--- src/rtl/sync_ctr_pkg.sv ---
package sync_ctr_pkg;

    typedef enum logic [1:0] {
        SZ_BYTE = 2'd0,
        SZ_HALF = 2'd1,
        SZ_WORD = 2'd2,
        SZ_RSVD = 2'd3
    } acc_size_e;

    // classification of one bus cycle
    typedef struct packed {
        logic rd_ok;     // read is served
        logic wr_ok;     // write to settings register is accepted
        logic bad;       // access rejected, error flag
        logic pick_cfg;  // addressed word is the settings register
        logic is_half;   // 16-bit access
        logic is_high;   // upper half selected
    } acc_dec_t;

endpackage

--- src/rtl/sync_ctr_count.sv ---
module sync_ctr_count #(
    parameter int                CNT_W     = 32,
    parameter logic [CNT_W-1:0]  CNT_RESET = '0
) (
    input  logic             clk,
    input  logic             rst_n,
    input  logic             tick_i,
    output logic [CNT_W-1:0] count_o
);

    typedef struct packed {
        logic [CNT_W-1:0] value;
    } cnt_state_t;

    cnt_state_t cnt_d, cnt_q;

    always_comb begin
        cnt_d = cnt_q;
        if (tick_i) begin
            cnt_d.value = cnt_q.value + {{(CNT_W-1){1'b0}}, 1'b1};
        end
    end

    always_ff @(posedge clk or negedge rst_n) begin
        if (!rst_n) begin
            cnt_q.value <= CNT_RESET;
        end else begin
            cnt_q <= cnt_d;
        end
    end

    assign count_o = cnt_q.value;

endmodule

--- src/rtl/sync_ctr_cfg.sv ---
module sync_ctr_cfg #(
    parameter int                DATA_W   = 32,
    parameter logic [DATA_W-1:0] CFG_MASK = 'h0000000C
) (
    input  logic              clk,
    input  logic              rst_n,
    input  logic              we_i,
    input  logic [DATA_W-1:0] wdata_i,
    output logic [DATA_W-1:0] cfg_o
);

    typedef struct packed {
        logic [DATA_W-1:0] bits;
    } cfg_state_t;

    cfg_state_t cfg_d, cfg_q;

    always_comb begin
        cfg_d = cfg_q;
        if (we_i) begin
            cfg_d.bits = wdata_i & CFG_MASK;
        end
    end

    always_ff @(posedge clk or negedge rst_n) begin
        if (!rst_n) begin
            cfg_q.bits <= '0;
        end else begin
            cfg_q <= cfg_d;
        end
    end

    assign cfg_o = cfg_q.bits;

endmodule

--- src/rtl/sync_ctr_decode.sv ---
module sync_ctr_decode
    import sync_ctr_pkg::*;
#(
    parameter int ADDR_W  = 8,
    parameter int CFG_OFF = 'h04,
    parameter int CNT_OFF = 'h10
) (
    input  logic              rd_i,
    input  logic              wr_i,
    input  logic [ADDR_W-1:0] addr_i,
    input  logic [1:0]        size_i,
    output acc_dec_t          dec_o
);

    localparam logic [ADDR_W-1:0] CFG_A = ADDR_W'(CFG_OFF);
    localparam logic [ADDR_W-1:0] CNT_A = ADDR_W'(CNT_OFF);

    logic [ADDR_W-1:0] word_off;
    logic              size_ok;
    logic              align_ok;
    logic              hit_cfg;
    logic              hit_cnt;
    logic              high_sel;
    logic              rd_only;
    logic              wr_only;

    always_comb begin
        word_off = {addr_i[ADDR_W-1:2], 2'b00};
        hit_cfg  = (word_off == CFG_A);
        hit_cnt  = (word_off == CNT_A);
        size_ok  = (size_i == SZ_HALF) || (size_i == SZ_WORD);
        align_ok = (size_i == SZ_WORD) ? (addr_i[1:0] == 2'b00) : !addr_i[0];
        high_sel = (size_i == SZ_HALF) && addr_i[1];
        rd_only  = rd_i && !wr_i;
        wr_only  = wr_i && !rd_i;

        dec_o          = '0;
        dec_o.pick_cfg = hit_cfg;
        dec_o.is_half  = (size_i == SZ_HALF);
        dec_o.is_high  = high_sel;
        dec_o.rd_ok    = rd_only && size_ok && align_ok && (high_sel || hit_cfg || hit_cnt);
        dec_o.wr_ok    = wr_only && size_ok && (addr_i == CFG_A);
        dec_o.bad      = (rd_i && wr_i)
                       || (rd_only && !dec_o.rd_ok)
                       || (wr_only && !dec_o.wr_ok);
    end

endmodule

--- src/rtl/sync_counter_periph.sv ---
module sync_counter_periph
    import sync_ctr_pkg::*;
#(
    parameter int                ADDR_W    = 8,
    parameter int                DATA_W    = 32,
    parameter int                CFG_OFF   = 'h04,
    parameter int                CNT_OFF   = 'h10,
    parameter logic [DATA_W-1:0] CFG_MASK  = 'h0000000C,
    parameter logic [DATA_W-1:0] CNT_RESET = '0
) (
    input  logic              clk,
    input  logic              rst_n,
    input  logic              tick_i,
    input  logic              bus_rd_i,
    input  logic              bus_wr_i,
    input  logic [ADDR_W-1:0] bus_addr_i,
    input  logic [1:0]        bus_size_i,
    input  logic [DATA_W-1:0] bus_wdata_i,
    output logic [DATA_W-1:0] bus_rdata_o,
    output logic              bus_err_o
);

    localparam int HALF_W = DATA_W / 2;

    typedef struct packed {
        logic [DATA_W-1:0] rdata;
        logic              err;
        logic [HALF_W-1:0] latch;
    } port_state_t;

    acc_dec_t          dec;
    logic [DATA_W-1:0] cnt_val;
    logic [DATA_W-1:0] cfg_val;
    logic [DATA_W-1:0] word_sel;
    logic [HALF_W-1:0] lat_val;
    port_state_t       st_d, st_q;

    sync_ctr_decode #(
        .ADDR_W  (ADDR_W),
        .CFG_OFF (CFG_OFF),
        .CNT_OFF (CNT_OFF)
    ) u_decode (
        .rd_i   (bus_rd_i),
        .wr_i   (bus_wr_i),
        .addr_i (bus_addr_i),
        .size_i (bus_size_i),
        .dec_o  (dec)
    );

    sync_ctr_count #(
        .CNT_W     (DATA_W),
        .CNT_RESET (CNT_RESET)
    ) u_count (
        .clk     (clk),
        .rst_n   (rst_n),
        .tick_i  (tick_i),
        .count_o (cnt_val)
    );

    sync_ctr_cfg #(
        .DATA_W   (DATA_W),
        .CFG_MASK (CFG_MASK)
    ) u_cfg (
        .clk     (clk),
        .rst_n   (rst_n),
        .we_i    (dec.wr_ok),
        .wdata_i (bus_wdata_i),
        .cfg_o   (cfg_val)
    );

    always_comb begin
        word_sel = dec.pick_cfg ? cfg_val : cnt_val;

        st_d       = st_q;
        st_d.rdata = '0;
        st_d.err   = dec.bad;

        if (dec.rd_ok) begin
            if (!dec.is_half) begin
                st_d.rdata = word_sel;
            end else if (dec.is_high) begin
                st_d.rdata = {{(DATA_W-HALF_W){1'b0}}, st_q.latch};
            end else begin
                st_d.rdata = {{(DATA_W-HALF_W){1'b0}}, word_sel[HALF_W-1:0]};
                st_d.latch = word_sel[DATA_W-1:HALF_W];
            end
        end
    end

    always_ff @(posedge clk or negedge rst_n) begin
        if (!rst_n) begin
            st_q <= '0;
        end else begin
            st_q <= st_d;
        end
    end

    assign lat_val     = st_q.latch;
    assign bus_rdata_o = st_q.rdata;
    assign bus_err_o   = st_q.err;

endmodule

--- config.mk ---
export PLATFORM = sky130hd
export DESIGN_NAME = sync_counter_periph
export DESIGN_NICKNAME = d
export VERILOG_FILES = /design/src/rtl/sync_ctr_pkg.sv /design/src/rtl/sync_ctr_count.sv /design/src/rtl/sync_ctr_cfg.sv /design/src/rtl/sync_ctr_decode.sv /design/src/rtl/sync_counter_periph.sv
export SDC_FILE = /design/constraint.sdc
export NUM_CORES = 1
export LEC_CHECK = 0
export ABC_CLOCK_PERIOD_IN_PS = 1880
export CAP_MARGIN = 20
export CORE_MARGIN = 10
export CORE_UTILIZATION = 52
export CTS_CLUSTER_DIAMETER = 60
export CTS_CLUSTER_SIZE = 8
export DETAILED_ROUTE_END_ITERATION = 12
export PLACE_DENSITY_LB_ADDON = 0.3
export SKIP_LAST_GASP = 1
export SLEW_MARGIN = 20
export SYNTH_ARGS = -nofsm -noshare
export SYNTH_HDL_FRONTEND = slang
export SYNTH_HIERARCHICAL = 1
export SYNTH_SLANG_ARGS = --single-unit
--- constraint.sdc ---
create_clock -name clk -period 1.88 [get_ports clk]
set_input_delay 0.282 -clock clk [delete_from_list [all_inputs] [get_ports clk]]
set_output_delay 0.282 -clock clk [all_outputs]
set_load 0.005 [all_outputs]
Yosys cells after proc, flatten, opt, wreduce, memory -nomap -nowiden
Index checks and enable logic that the tools add are counted.
{"block": "totals", "register_bits": 83, "in_bits": 47, "out_inout_bits": 33, "word_cells": 40}
{"block": "op_classes", "add_sub_neg": 1, "eq_ne": 5, "n_mux": 5, "n_bitwise": 1, "n_reduce_logical": 23}
{"op": "$mux W32", "n": 3}
{"op": "$add A32 B1 Y32 const B", "n": 1}
{"op": "$mux W16", "n": 1}
{"op": "$logic_and A1 B1 Y1", "n": 11}
{"op": "$eq A8 B3 Y1 const B", "n": 1}
{"op": "$eq A6 B1 Y1 const B", "n": 1}
{"op": "$eq A6 B3 Y1 const B", "n": 1}
{"op": "$logic_not A1 Y1", "n": 5}
{"op": "$logic_or A1 B1 Y1", "n": 5}
{"op": "$reduce_and A3 Y1", "n": 1}
{"op": "$eq A2 B1 Y1 const B", "n": 1}
{"op": "$eq A2 B2 Y1 const B", "n": 1}
{"op": "$logic_not A2 Y1", "n": 1}
{"op": "$mux W1", "n": 1}
{"op": "$not A1 Y1", "n": 1}

Logic depth before layout (Yosys ltp)
{"block": "depth", "ltp_word": 9, "mapped_depth": 10, "depth_no_buf": 7}

Cells and area by module
The synthesis kept the hierarchy.
{"mod": "sync_counter_periph", "instances": 1, "cells_each": 180, "area_per_inst_um2": 2339.7, "seq_area_each_um2": 1226.2}
{"mod": "sync_ctr_count", "instances": 1, "cells_each": 123, "area_per_inst_um2": 1448.9, "seq_area_each_um2": 800.8}
{"mod": "sync_ctr_cfg", "instances": 1, "cells_each": 35, "area_per_inst_um2": 301.5, "seq_area_each_um2": 50.0}
{"mod": "sync_ctr_decode", "instances": 1, "cells_each": 23, "area_per_inst_um2": 167.7, "seq_area_each_um2": 0.0}

Least setup slack after synthesis
OpenSTA, ideal clock, no wires.
{"block": "synth_path", "path_type": "in2reg", "start": "in bus_size_i[0]", "end": "reg st_q, in the netlist lat_val[9]", "setup_time_ns": 0.079, "arrival_ns": 1.698, "t_required_ns": 1.801, "slack_ns": 0.103, "cell_stages": 10, "path_buffers": 3, "cell_sequence": "inv_1 ha_1 nor2_1 nand4_1 a21oi_1 buf_2 and3b_1 buf_6 buf_12 mux2i_1"}
{"element": "start, declared", "line": "sync_counter_periph.sv:17", "text": "input logic [1:0] bus_size_i,"}
{"element": "end signal, assigned", "line": "sync_counter_periph.sv:94", "text": "st_q <= st_d;"}
{"element": "end, declared", "line": "sync_counter_periph.sv:36", "text": "port_state_t st_d, st_q;"}

==> qor.csv <==
metric;value;unit
row_count;32;
wl_per_cell;15.9;um
drt_first_pass_iters;5;
synth_area_leader_cell;dfrtp_1;
synth-edff-count;0;
power.leakage;2.54;nW
worstSetupPathType;in2reg;
drc;0;
tightestPinTransition;0.516;ns
antenna_found_initial;0;
crit_arrival;2.06;ns
synthTopCellsByCount;dfrtp_1 (83), buf_4 (33), mux2i_1 (32);
place_ws;-0.343;ns
setup_viol;0;
async_flop_share;100;%
ys_ff_latch;83;
slew_headroom;65.6;%
path_clk_slew;0.08;ns
synth_cell_types;39;
grt_max_degree;41;
numPortBuffers;49;
syn_area;4260;sq um
maxSlewViolCount;0;
dpl.cell_count;521;
worstSetupStartpointType;input port;
finalWorstSetupSlack;0.0549;ns
postSynthAreaPerCell;11.8;sq um
syn_inst;361;
fin_nets;482;
drive_gt1_share;17.8;%
yosysWarnings;6;
hpwl;6190;um
power_density;712;nW/um^2
clock_latency;0.36;ns
tns;0;ns
track_usage;14.2;%
critPathMaxFanout;13;
area_growth;20.7;%
io_pins;80;
vias;2757;
synthMostInstantiatedCell;dfrtp_1;
synth_area_leaders;dfrtp_1 (49%), mux2i_1 (7.5%), buf_4 (5.8%), mux2_4 (4.6%), xnor2_1 (3.9%);
fmax;548;MHz
hold_path.class;in2async;
status;complete, no violations;
ys_seq_area_share;48.8;%
die_h;110;um
peakVddDrop;0.351;mV
maxCapViolations;0;
synth_top_area_share;48.8;%
gp_congestion;0.809;
initial_core_util;54.3;%
drtAntennaViolNets;0;
clockBufferDepth;2;
diodes;0;
viasPerCell;5.12;
grt_pass1_wl;14400;um
instances_no_fill;539;
fin_crit_sh;97.1;%
h-tree-depth;3;
core_region_area;7850;sq um
cts_tree;built;
drtIter0Drc;101;
dieArea;12200;sq um
timing.final.crit_period;1.83;ns
whs;0.456;ns
cts_made_buffers;9;
drt_wl_total;8570;um
clkSinkCount;83;
grt-ovfl-total;0;
end_kind;flip-flop;
required;2.11;ns
clock-skew-final;0.00919;ns
ys.flop_type;dfrtp_1;
clock-root-buffer;clkbuf_8;
hold_viol;0;
grt_pass1_vias;2775;
die_x;110;um
post_cts_buffers;0;
cell type report:
type / instances / area, sq um
fillers: 632 / 2710
flip-flops and latches: 83 / 2080
multi-input cells: 237 / 1860
repair buffers: 79 / 823
clock buffers: 11 / 141
well taps: 102 / 128
inverters: 22 / 82.6
clock inverters: 5 / 28.8
critical path: stages:
cell and delay [ns]:
clkdlybuf4s50_1 0.44, nor4_4 0.35, and2_4 0.24, buf_12 0.16, buf_12 0.13, mux2i_1 0.32, mux2i_1 0.13
final timing paths:
check                                 endpoint  cells past startpoint           startpoint  slack [ns]
setup reg to reg           u_count/count_o[17]                      6   u_count/count_o[2]        0.11
hold reg to reg            u_count/count_o[31]                      1  u_count/count_o[31]        0.48
hold / removal              u_count/count_o[4]                      2                rst_n        0.46
min in group clk           u_count/count_o[31]                      1  u_count/count_o[31]        0.48
setup / recovery                   lat_val[11]                      7        bus_addr_i[3]        0.05
max in group asynchronous      bus_rdata_o[11]                      3                rst_n        0.85
registers in the layout, indices dropped and copies added (netlist names):
register,flops
bus_err_o,1
bus_rdata_o,32
lat_val,16
u_cfg/cfg_o,2
u_count/count_o,32
timing repair:
item,in CTS,in global routing
resized for setup,0,10
hold endpoints to repair,37,0
hold buffers,1,0
endpoints found under the setup margin,0,34
per-layer routing:
layer	global-route usage, %	vias up	wire length [um]
met2	22.1	65	4150
li1	-	1317	-
met4	6.56	0	152
met5	0	-	0
met1	18.4	1361	3900
met3	2.81	14	365
report_power, final:
group / internal [mW] / switching (mW) / leakage [nW]
Combinational: 0.270 / 0.223 / 1.39
Clock: 0.509 / 0.630 / 0.0928
Sequential: 1.90 / 0.132 / 1.06
cell families (layout without fill, tap and decap cells):
family,after synthesis,in the layout,share of synthesized area (%)
DFF,83,83,48.8
adders and majority gates,3,3,0.882
buffers and inverters,70,117,10.9
xor gates and xnor gates,31,31,6.38
AOI/OAI and AO/OA,20,20,4.47
and+or+nand+nor,102,102,14.8
other,1,30,0.0881
muxes,51,51,13.7
per-stage QoR:
stage	instance area [sq um]	utilization [%]	total power, mW
2_1_floorplan	4370	-	2.39
3_3_place_gp	4900	62.4	2.52
3_5_place_dp	4900	62.4	2.54
4_1_cts	5080	64.7	3.68
5_1_grt	5140	65.5	3.85
6_report	5140	65.5	3.66
layout by cell type (no fill, tap or decap), drive strengths merged, types with 8 or more instances in the layout:
cell type	netlist	layout
buf	44	29
clkbuf	4	12
clkdlybuf4s50	0	47
conb	1	30
dfrtp	83	83
inv	22	22
mux2	19	19
mux2i	32	32
nand2	12	12
nand3	9	9
nand3b	16	16
nand4	12	12
nor2	20	20
nor4	8	8
o211a	16	16
xnor2	19	19
xor2	12	12
No activity file was read; power rests on OpenSTA's default activity.
